[config.mk]
export PLATFORM = sky130hd
export DESIGN_NAME = pport_rx
export DESIGN_NICKNAME = d
export VERILOG_FILES = /design/src/rtl/pprx_pkg.sv /design/src/rtl/pprx_arm.sv /design/src/rtl/pprx_hold.sv /design/src/rtl/pprx_fsm.sv /design/src/rtl/pport_rx.sv
export SDC_FILE = /design/constraint.sdc
export NUM_CORES = 1
export LEC_CHECK = 0
export CAP_MARGIN = 20
export CELL_PAD_IN_SITES_DETAIL_PLACEMENT = 1
export CELL_PAD_IN_SITES_GLOBAL_PLACEMENT = 1
export CORE_AREA = 2 2 49 42
export CTS_CLUSTER_SIZE = 25
export DETAILED_ROUTE_END_ITERATION = 12
export DIE_AREA = 0 0 51 44
export GPL_TIMING_DRIVEN = 0
export PLACE_DENSITY = 0.84
export SYNTH_ARGS = -nofsm -noshare
export SYNTH_HDL_FRONTEND = slang
export SYNTH_SLANG_ARGS = --single-unit
export TNS_END_PERCENT = 20
[constraint.sdc]
create_clock -name clk -period 2.85 [get_ports clk]
set_input_delay 0.4275 -clock clk [delete_from_list [all_inputs] [get_ports clk]]
set_output_delay 0.4275 -clock clk [all_outputs]
set_load 0.02 [all_outputs]
[src/rtl/pprx_pkg.sv]
package pprx_pkg;

    localparam int DEF_DATA_W = 8;

    // Link phase: waiting for a request, offering a byte, acknowledging
    typedef enum logic [1:0] {
        PH_WAIT  = 2'd0,
        PH_OFFER = 2'd1,
        PH_ACK   = 2'd2
    } phase_t;

    // Control outputs that follow from the phase
    typedef struct packed {
        logic busy;
        logic ack;
        logic offer;
    } link_ctl_t;

    function automatic link_ctl_t decode_phase(phase_t p);
        link_ctl_t c;
        c.busy  = (p != PH_WAIT);
        c.ack   = (p == PH_ACK);
        c.offer = (p == PH_OFFER);
        return c;
    endfunction

endpackage

[src/rtl/pprx_arm.sv]
module pprx_arm (
    input  logic clk,
    input  logic rst,
    input  logic strb_i,
    input  logic in_wait_i,
    input  logic take_i,
    input  logic rearm_i,
    output logic go_o
);
    logic armed_q;

    // Armed only once the strobe has been seen low while waiting
    always_ff @(posedge clk) begin
        if (rst)
            armed_q <= 1'b0;
        else if (take_i)
            armed_q <= 1'b0;
        else if (rearm_i)
            armed_q <= 1'b1;
        else if (in_wait_i && !strb_i)
            armed_q <= 1'b1;
    end

    assign go_o = in_wait_i && armed_q && strb_i;

    // A request is never taken twice in a row
    AST_NO_DOUBLE_TAKE: assert property (@(posedge clk) disable iff (rst)
        take_i |=> !go_o);

endmodule

[src/rtl/pprx_hold.sv]
module pprx_hold #(
    parameter int DATA_W = pprx_pkg::DEF_DATA_W
) (
    input  logic              clk,
    input  logic              rst,
    input  logic              load_i,
    input  logic [DATA_W-1:0] data_i,
    output logic [DATA_W-1:0] data_o
);
    logic [DATA_W-1:0] byte_q;

    always_ff @(posedge clk) begin
        if (rst)
            byte_q <= '0;
        else if (load_i)
            byte_q <= data_i;
    end

    assign data_o = byte_q;

    // The held byte changes only on a load
    AST_HOLD_STABLE: assert property (@(posedge clk) disable iff (rst)
        !load_i |=> $stable(byte_q));

endmodule

[src/rtl/pprx_fsm.sv]
module pprx_fsm
    import pprx_pkg::*;
(
    input  logic      clk,
    input  logic      rst,
    input  logic      go_i,
    input  logic      ready_i,
    input  logic      strb_i,
    output logic      take_o,
    output logic      rearm_o,
    output link_ctl_t ctl_o
);
    phase_t phase_q, phase_d;

    always_comb begin
        phase_d = phase_q;
        take_o  = 1'b0;
        rearm_o = 1'b0;
        case (phase_q)
            PH_WAIT: begin
                if (go_i) begin
                    phase_d = PH_OFFER;
                    take_o  = 1'b1;
                end
            end
            PH_OFFER: begin
                if (ready_i)
                    phase_d = PH_ACK;
            end
            PH_ACK: begin
                if (!strb_i) begin
                    phase_d = PH_WAIT;
                    rearm_o = 1'b1;
                end
            end
            default: phase_d = PH_WAIT;
        endcase
    end

    always_ff @(posedge clk) begin
        if (rst)
            phase_q <= PH_WAIT;
        else
            phase_q <= phase_d;
    end

    assign ctl_o = decode_phase(phase_q);

    AST_ACK_HOLD: assert property (@(posedge clk) disable iff (rst)
        (ctl_o.ack && strb_i) |=> ctl_o.ack);
    AST_ACK_RELEASE: assert property (@(posedge clk) disable iff (rst)
        (ctl_o.ack && !strb_i) |=> (!ctl_o.ack && !ctl_o.busy));
    AST_OFFER_HOLD: assert property (@(posedge clk) disable iff (rst)
        (ctl_o.offer && !ready_i) |=> ctl_o.offer);

endmodule

[src/rtl/pport_rx.sv]
module pport_rx
    import pprx_pkg::*;
#(
    parameter int DATA_W = DEF_DATA_W
) (
    input  logic              clk,
    input  logic              rst,
    input  logic              strb_i,
    input  logic [DATA_W-1:0] data_i,
    output logic              busy_o,
    output logic              ack_o,
    output logic              m_valid_o,
    output logic [DATA_W-1:0] m_data_o,
    input  logic              m_ready_i
);
    logic      go;
    logic      take;
    logic      rearm;
    link_ctl_t ctl;

    pprx_arm u_arm (
        .clk       (clk),
        .rst       (rst),
        .strb_i    (strb_i),
        .in_wait_i (!ctl.busy),
        .take_i    (take),
        .rearm_i   (rearm),
        .go_o      (go)
    );

    pprx_fsm u_fsm (
        .clk     (clk),
        .rst     (rst),
        .go_i    (go),
        .ready_i (m_ready_i),
        .strb_i  (strb_i),
        .take_o  (take),
        .rearm_o (rearm),
        .ctl_o   (ctl)
    );

    pprx_hold #(.DATA_W(DATA_W)) u_hold (
        .clk    (clk),
        .rst    (rst),
        .load_i (take),
        .data_i (data_i),
        .data_o (m_data_o)
    );

    assign busy_o    = ctl.busy;
    assign ack_o     = ctl.ack;
    assign m_valid_o = ctl.offer;

    AST_RESET_IDLE: assert property (@(posedge clk) disable iff (rst)
        $past(rst) |-> (!busy_o && !ack_o && !m_valid_o));
    AST_ACK_AFTER_HANDOFF: assert property (@(posedge clk) disable iff (rst)
        $rose(ack_o) |-> $past(m_valid_o && m_ready_i));
    AST_ACK_IMPLIES_BUSY: assert property (@(posedge clk) disable iff (rst)
        ack_o |-> busy_o);
    AST_DATA_STABLE: assert property (@(posedge clk) disable iff (rst)
        (m_valid_o && !m_ready_i) |=> (m_valid_o && $stable(m_data_o)));
    AST_IDLE_NO_OFFER: assert property (@(posedge clk) disable iff (rst)
        !busy_o |-> (!m_valid_o && !ack_o));

endmodule

After elaboration in Yosys (flattened, before gate mapping)
Index checks and enable logic that the tools add are counted.
{"block": "totals", "ff_bits": 11, "latch_bits": 0, "mem_bits_rw": 0, "romBits": 0, "in_bits": 12, "output_inout_bits": 11, "elab_cells": 28, "n_memories": 0}
{"block": "classes", "addsub": 0, "mul": 0, "n_div": 0, "magnitude_cmp": 0, "eq_ne": 5, "shift": 0, "muxes": 10, "bitwise": 0, "reduce_logical": 10}
{"op": "1-bit 2-to-1 mux", "count": 6}
{"op": "2-bit 2-to-1 mux", "count": 3}
{"op": "2-bit case mux with 3 select lines", "count": 1}
{"op": "2-bit inequality test, second input constant", "count": 2}
{"op": "2-bit nonzero test", "count": 2}
{"op": "1-bit logical AND", "count": 3}
{"op": "3-bit AND reduction", "count": 1}
{"op": "2-bit by 1-bit == test with 1-bit output, second input constant", "count": 1}
{"op": "2-bit == test, second input constant", "count": 1}
{"op": "1-bit logical NOT", "count": 2}
{"op": "2-bit logical NOT", "count": 1}
{"op": "2-bit by 1-bit inequality test with 1-bit output, second input constant", "count": 1}
{"op": "2-bit OR reduction", "count": 1}

Longest topological paths before layout
Gate-level depths: netlist of the first run.
{"block": "logic_depth", "depth_word": 7, "mapped_depth": 4, "mapped_depth_nobuf": 2}

Hierarchy
Synthesis of the first run repeated with hierarchy kept, for this count alone.
{"block": "unflattened", "hier_cells": 47, "hier_area_um2": 467.9}
{"mod": "pprx_hold", "n_inst": 1, "cells_per_inst": 26, "area_each_um2": 285.3, "seq_area_each_um2": 160.2}
{"mod": "pprx_fsm", "n_inst": 1, "cells_per_inst": 15, "area_each_um2": 128.9, "seq_area_each_um2": 40.0}
{"mod": "pprx_arm", "n_inst": 1, "cells_per_inst": 5, "area_each_um2": 50.0, "seq_area_each_um2": 20.0}
{"mod": "pport_rx", "n_inst": 1, "cells_per_inst": 1, "area_each_um2": 3.8, "seq_area_each_um2": 0.0}

Least setup slack after synthesis of the first run
OpenSTA, ideal clock, no wires.
{"block": "synth_timing", "path_kind": "register -> output", "startpoint": "reg u_fsm.phase_q[0]", "endpoint": "out m_valid_o", "arrival_time_ps": 734, "required_time_ps": 2423, "setup_slack_ps": 1689, "stages_incl_launch_ff": 2, "n_path_buf": 0, "path_cell_list": "dfxtp_1 nor2b_1"}
{"block": "synth_between", "elab_chain_cells": 1}
{"element": "start: declaration", "line": "pprx_fsm.sv:13", "rtl": "phase_t phase_q, phase_d;"}
{"element": "start signal: assignment", "line": "pprx_fsm.sv:44", "rtl": "phase_q <= phase_d;"}
{"element": "2-bit by 1-bit == test with 1-bit output", "line": "pprx_pkg.sv:23", "rtl": "c.offer = (p == PH_OFFER);"}
{"element": "end: declaration", "line": "pport_rx.sv:12", "rtl": "output logic m_valid_o,"}
No other way between the ends.

Final worst setup path of the first run
{"block": "layout_timing", "startpoint": "reg u_fsm.phase_q[1]", "endpoint": "out busy_o"}
{"block": "layout_between", "elab_chain_cells": 1}
{"element": "2-bit nonzero test", "line": "pprx_pkg.sv:21", "rtl": "c.busy = (p != PH_WAIT);"}
{"element": "end: declaration", "line": "pport_rx.sv:10", "rtl": "output logic busy_o,"}
No other way between the ends.

==> metrics.txt, run 1 <==
crit path DAT=1.48 ns; Hold Path Origin=u_hold.data_o[6]; gpl congestion=0.660; r2r startpoint=u_fsm.phase_q[1]; Synth Net Count=62; Rows=14; max_slew headroom=78.5%; post-synthesis sequential area ratio=43.6%; Num CTS Buffers=3; DRC=0; Setup TNS=0 ns; Final Hold Viols=0; crit end category=primary output; Ant. Diodes=0; placed insts=95; router iterations before antenna repair=2; status=completed; Max IR drop VDD=0.181 mV; CP max stage delay=0.54 ns; Buf/Inv on CP=1; fin util=43.6%; Total GRT Usage=12.3%; Fmax=0.524 GHz; initial antenna violation count=0; Worst-path clk slew=0.06 ns; DIE WIDTH=51 um; fin area=772 um^2; Worst Setup SP=u_fsm.phase_q[1]; Routed WL=1160 um; NumNets Final=88; Slew Limit Fails=0; Hold Buf Count CTS=0; CP Launch Type=flop; I/O Pins=23; CP top delay family=buffers and inverters; Area growth syn-to-layout=52.7%; post-synth top area share=43.6%; Via density=4.31; Seq cells post-synth=11; crit path max fanout=8; vias in the first global route=433; CP required=2.42 ns; setup bufs post-CTS=0; Sink Count=11; Leak=0.277 nW; count of cell types in the netlist=14; hold crit path type=flop to flop; PwrDens=417 nW/um^2; hold slack=0.474 ns; Mean Syn Cell Area=10.1 um^2; Worst-Skew Late Latency=0.26 ns; non-filler cells, final=99; top cells by area, synth=dfxtp_1 (44%), nand2b_1 (20%), mux2i_1 (16%); vias after detailed routing=427; Fillers=213; DRT antenna net count=0; Die Y-Extent=44 um; first-pass GRT wire length=1950 um; YS warnings=0; Core Area=1770 um^2; CTS tree=done; CP cell instances=or2_2 -> clkdlybuf4s50_1; Port Buffers=21; Worst Path Class, Setup=flop to primary output; layout cells sized above 1=9.33%; Initial Util=28.6%; initial drt markers=2; Die ar.=2240 um^2; setup violators final=0; WL/cell=11.7 um; Area after DPL=746 um^2; cell accounting for the most synthesized area=dfxtp_1; largest net degree at the start of global routing=11; Critical Path Slowest Stage Cell=clkdlybuf4s50_1; post-cts resize count=0; Max Cap Viol=0; fin crit share=67.0%; Worst Tran Pin Value=0.323 ns; Clk Tree Root Cell=clkbuf_4; mapped cell area=505 um^2; # H-tree levels=1; unrepaired setup endpoints after global routing=false; gr ovfl total=0; crit path time final=1.91 ns; Fin Clk Skew=0.00118 ns; DPL Wire Length=913 um; clk buf depth=2; Mapped Cells=50
-- worst min-delay path: stages, from the launching register on --
cell	delay [ns]
dfxtp_1	0.31
nand2b_1	0.06
mux2i_1	0.05
-- cell families after synthesis --
kind of cell	after synthesis	share of synthesized area, %
AO/OA/AOI/OAI	4	4.95
buffers and inverters	3	3.71
AND/OR/NAND/NOR	24	31.9
flip-flops	11	43.6
multiplexers	8	15.8
-- layout by cell type (no fill, tap or decap), types with 2 or more instances in the layout --
cell / synthesis / layout
clkdlybuf4s50_1: 0 / 21
nand2b_1: 16 / 16
dfxtp_1: 11 / 11
mux2i_1: 8 / 8
clkbuf_1: 2 / 3
clkbuf_4: 0 / 3
or2_2: 2 / 2
nand3b_1: 2 / 2
a21oi_1: 2 / 2
-- cell type report --
| type | count | area [um^2] | area share (%) |
|---|---|---|---|
| Multi-Input combinational cell | 36 | 267 | 34.5 |
| Sequential cell | 11 | 220 | 28.5 |
| Timing Repair Buffer | 21 | 210 | 27.2 |
| Tap cell | 24 | 30.0 | 3.89 |
| Clock buffer | 4 | 26.3 | 3.40 |
| Buffer | 3 | 18.8 | 2.43 |
-- Yosys cell counts --
| cell | instances |
|---|---|
| and2b_1 | 1 |
| mux2i_1 | 8 |
| clkbuf_1 | 2 |
| buf_6 | 1 |
| nand2b_1 | 16 |
| dfxtp_1 | 11 |
| nor2b_1 | 1 |
| a21oi_1 | 2 |
| and4bb_1 | 1 |
| nand3b_1 | 2 |
| nor3b_1 | 1 |
| or2_2 | 2 |
| o21ba_2 | 1 |
| o21ai_0 | 1 |
-- report_power, final --
part,switching [mW],total (mW),internal [mW]
clock,0.0464,0.100,0.0540
combinational,0.0224,0.0574,0.0351
sequential,0.00413,0.164,0.160
-- through the flow --
step / power, mW / setup slack, ns
finish: 0.322 / 0.942
floorplan: 0.195 / 1.69
global placement: 0.224 / 1.24
global route: 0.345 / 0.865
CTS: 0.328 / 0.931
detailed placement: 0.226 / 1.20
-- path summary, 6_finish.rpt --
kind | end | slack (ns) | cells past startpoint
max | busy_o | 0.94 | 2
min | u_hold.data_o[6] | 0.47 | 2
max reg2reg | u_fsm.phase_q[0] | 1.70 | 3
min reg2reg | u_hold.data_o[6] | 0.47 | 2
-- flip-flops by register name (all words and copies together) (netlist names) --
register	count
u_fsm.phase_q	2
u_arm.armed_q	1
u_hold.data_o	8
-- layer usage --
metal  GRT usage [%]  wire (um)  up-vias
met3            6.55         69        2
met4            3.24          6        0
met1            12.6        494      197
met5               0          0        -
li1                -          -      214
met2            22.1        589       14
Note: power is estimated with default switching activity, not from simulation.
==> run 2: changes to the inputs <==
--- a/config.mk
+++ b/config.mk
@@ -8,12 +8,12 @@
 export CAP_MARGIN = 20
 export CELL_PAD_IN_SITES_DETAIL_PLACEMENT = 1
 export CELL_PAD_IN_SITES_GLOBAL_PLACEMENT = 1
-export CORE_AREA = 2 2 49 42
+export CORE_AREA = 2 2 54 46
 export CTS_CLUSTER_SIZE = 25
 export DETAILED_ROUTE_END_ITERATION = 12
-export DIE_AREA = 0 0 51 44
+export DIE_AREA = 0 0 56 48
 export GPL_TIMING_DRIVEN = 0
-export PLACE_DENSITY = 0.84
+export PLACE_DENSITY = 0.74
 export SYNTH_ARGS = -nofsm -noshare
 export SYNTH_HDL_FRONTEND = slang
 export SYNTH_SLANG_ARGS = --single-unit
==> constraint.sdc (replaced) <==
create_clock -name clk -period 1.6 [get_ports clk]
set_input_delay 0.24 -clock clk [delete_from_list [all_inputs] [get_ports clk]]
set_output_delay 0.24 -clock clk [all_outputs]
set_load 0.02 [all_outputs]
==> metrics.txt, run 2 (synthesis results as in run 1) <==
status=completed; Die Y-Extent=48 um; WL/cell=11.9 um; Worst Hold End=u_hold.data_o[6]; Fmax=0.680 GHz; Worst-path clk slew=0.07 ns; Via density=4.23; router iterations before antenna repair=2; non-filler cells, final=100; Int Power=0.441 mW; Switching Fraction=23.8%; Core Area=2100 um^2; crit path time final=1.47 ns; initial antenna violation count=0; Ant. Diodes=0; clock power share=32.3%; hold crit path type=flop to flop; CP Launch Type=flop; CTS tree=done; Max IR drop VDD=0.472 mV; DRT antenna net count=0; Routed WL=1190 um; Max Cap Viol=0; gpl congestion=0.651; worst hold path depth=2; DIE WIDTH=56 um; Sink Count=11; Final Hold Viols=0; Port Buffers=21; Clk Tree Root Cell=clkbuf_4; Worst-Skew Late Latency=0.26 ns; commonest cells after routing, fill and taps aside=clkdlybuf4s50_1 (18), nand2b_1 (16), dfxtp_1 (9), mux2i_1 (8); Worst Path Class, Setup=flop to primary output; Slew Limit Fails=0; sw power=0.138 mW; Hold Path Origin=u_hold.data_o[6]; Hold Buf Count CTS=0; crit end category=primary output; Fillers=253; max reg flops=8; unrepaired setup endpoints after global routing=false; Area growth syn-to-layout=52.7%; CP required=1.36 ns; worst reg2reg endpoint=u_fsm.phase_q[0]; I/O Pins=23; Rows=15; clk buf depth=2; Worst Tran Pin Value=0.392 ns; Leak=0.291 nW; Initial Util=24.0%; vias in the first global route=393; multi-input logic area=267 um^2; Fin Clk Skew=0.00254 ns; r2r startpoint=u_fsm.phase_q[0]; Worst R2R Setup Slack=0.50 ns; initial drt markers=1; # H-tree levels=1; Setup TNS=0 ns; DPL Wire Length=886 um; Total GRT Usage=9.55%; layout cells sized above 1=12.0%; first-pass GRT wire length=1810 um; fin crit share=92.0%; Num CTS Buffers=3; max_slew headroom=73.8%; placed insts=96; vias after detailed routing=423; sequential power share=50.4%; crit path DAT=1.23 ns; crit path max fanout=8; PwrDens=751 nW/um^2; register area=223 um^2; Gate power share=17.4%; NumNets Final=88; largest net degree at the start of global routing=11; Die ar.=2690 um^2; gr ovfl total=0; setup violators final=0; FF-to-FF path depth=3; DRC=0; most common cell after layout, fill and taps aside=clkdlybuf4s50_1
==> run 2: cell count changes in the layout (fill, tap and decap cells not counted) <==
| cell | delta |
|---|---|
| dlygate4sd2_1 | +3 |
| dfxtp_2 | +2 |
| dfxtp_1 | -2 |
| clkdlybuf4s50_1 | -3 |
==> run 2: metal layers <==
| layer | GRT usage, % | up-vias | wire length [um] |
|---|---|---|---|
| met3 | 4.59 | 0 | 74 |
| met1 | 10.7 | 194 | 520 |
| met2 | 16.0 | 14 | 595 |
| li1 | - | 215 | - |
| met5 | 0 | - | 0 |
| met4 | 4.29 | 0 | 0 |
==> run 2: final cells by class <==
cell class	instances	share of cell area [%]
Buffer	3	2.43
Clock buffer	4	3.40
Multi-Input combinational cell	36	34.5
Sequential cell	11	28.8
Tap cell	25	4.05
Timing Repair Buffer	21	26.7
==> run 2: power by group through the flow <==
stage	registers [mW]	logic, mW	clock network (mW)
4_1_cts	0.292	0.103	0.196
6_report	0.292	0.101	0.187
3_3_place_gp	0.297	0.102	0
2_1_floorplan	0.306	0.0415	0
5_1_grt	0.294	0.108	0.208
3_5_place_dp	0.298	0.105	0
==> run 2: worst max path at each step <==
stage               cells after the start             start               end
finish                                  2  u_fsm.phase_q[1]            busy_o
floorplan                               3  u_fsm.phase_q[0]  u_fsm.phase_q[0]
global placement                        2  u_fsm.phase_q[1]            busy_o
CTS                                     2  u_fsm.phase_q[1]            busy_o
detailed placement                      2  u_fsm.phase_q[0]         m_valid_o
global route                            1  u_hold.data_o[1]       m_data_o[1]
==> run 2: stage by stage <==
stage               utilization [%]  total power, mW  cell area [um^2]  hold WS, ns  setup WS [ns]
finish                         36.7            0.579               772        0.475          0.129
global route                   36.7            0.610               772        0.500         0.0892
CTS                            36.7            0.591               772        0.481          0.118
detailed placement             35.5            0.403               747        0.466          0.152
global placement               35.5            0.399               747        0.454          0.184
floorplan                         -            0.347               505        0.395          0.545
==> run 2: repair_timing <==
action | in CTS | in global routing
gates resized for setup | 5 | 0
setup endpoints to repair | 3 | 0
setup buffers | 0 | 0
==> run 2: critical path: stages, from the launching register on <==
cell and delay, ns:
dfxtp_2 0.36, or2_2 0.29, dlygate4sd2_1 0.32
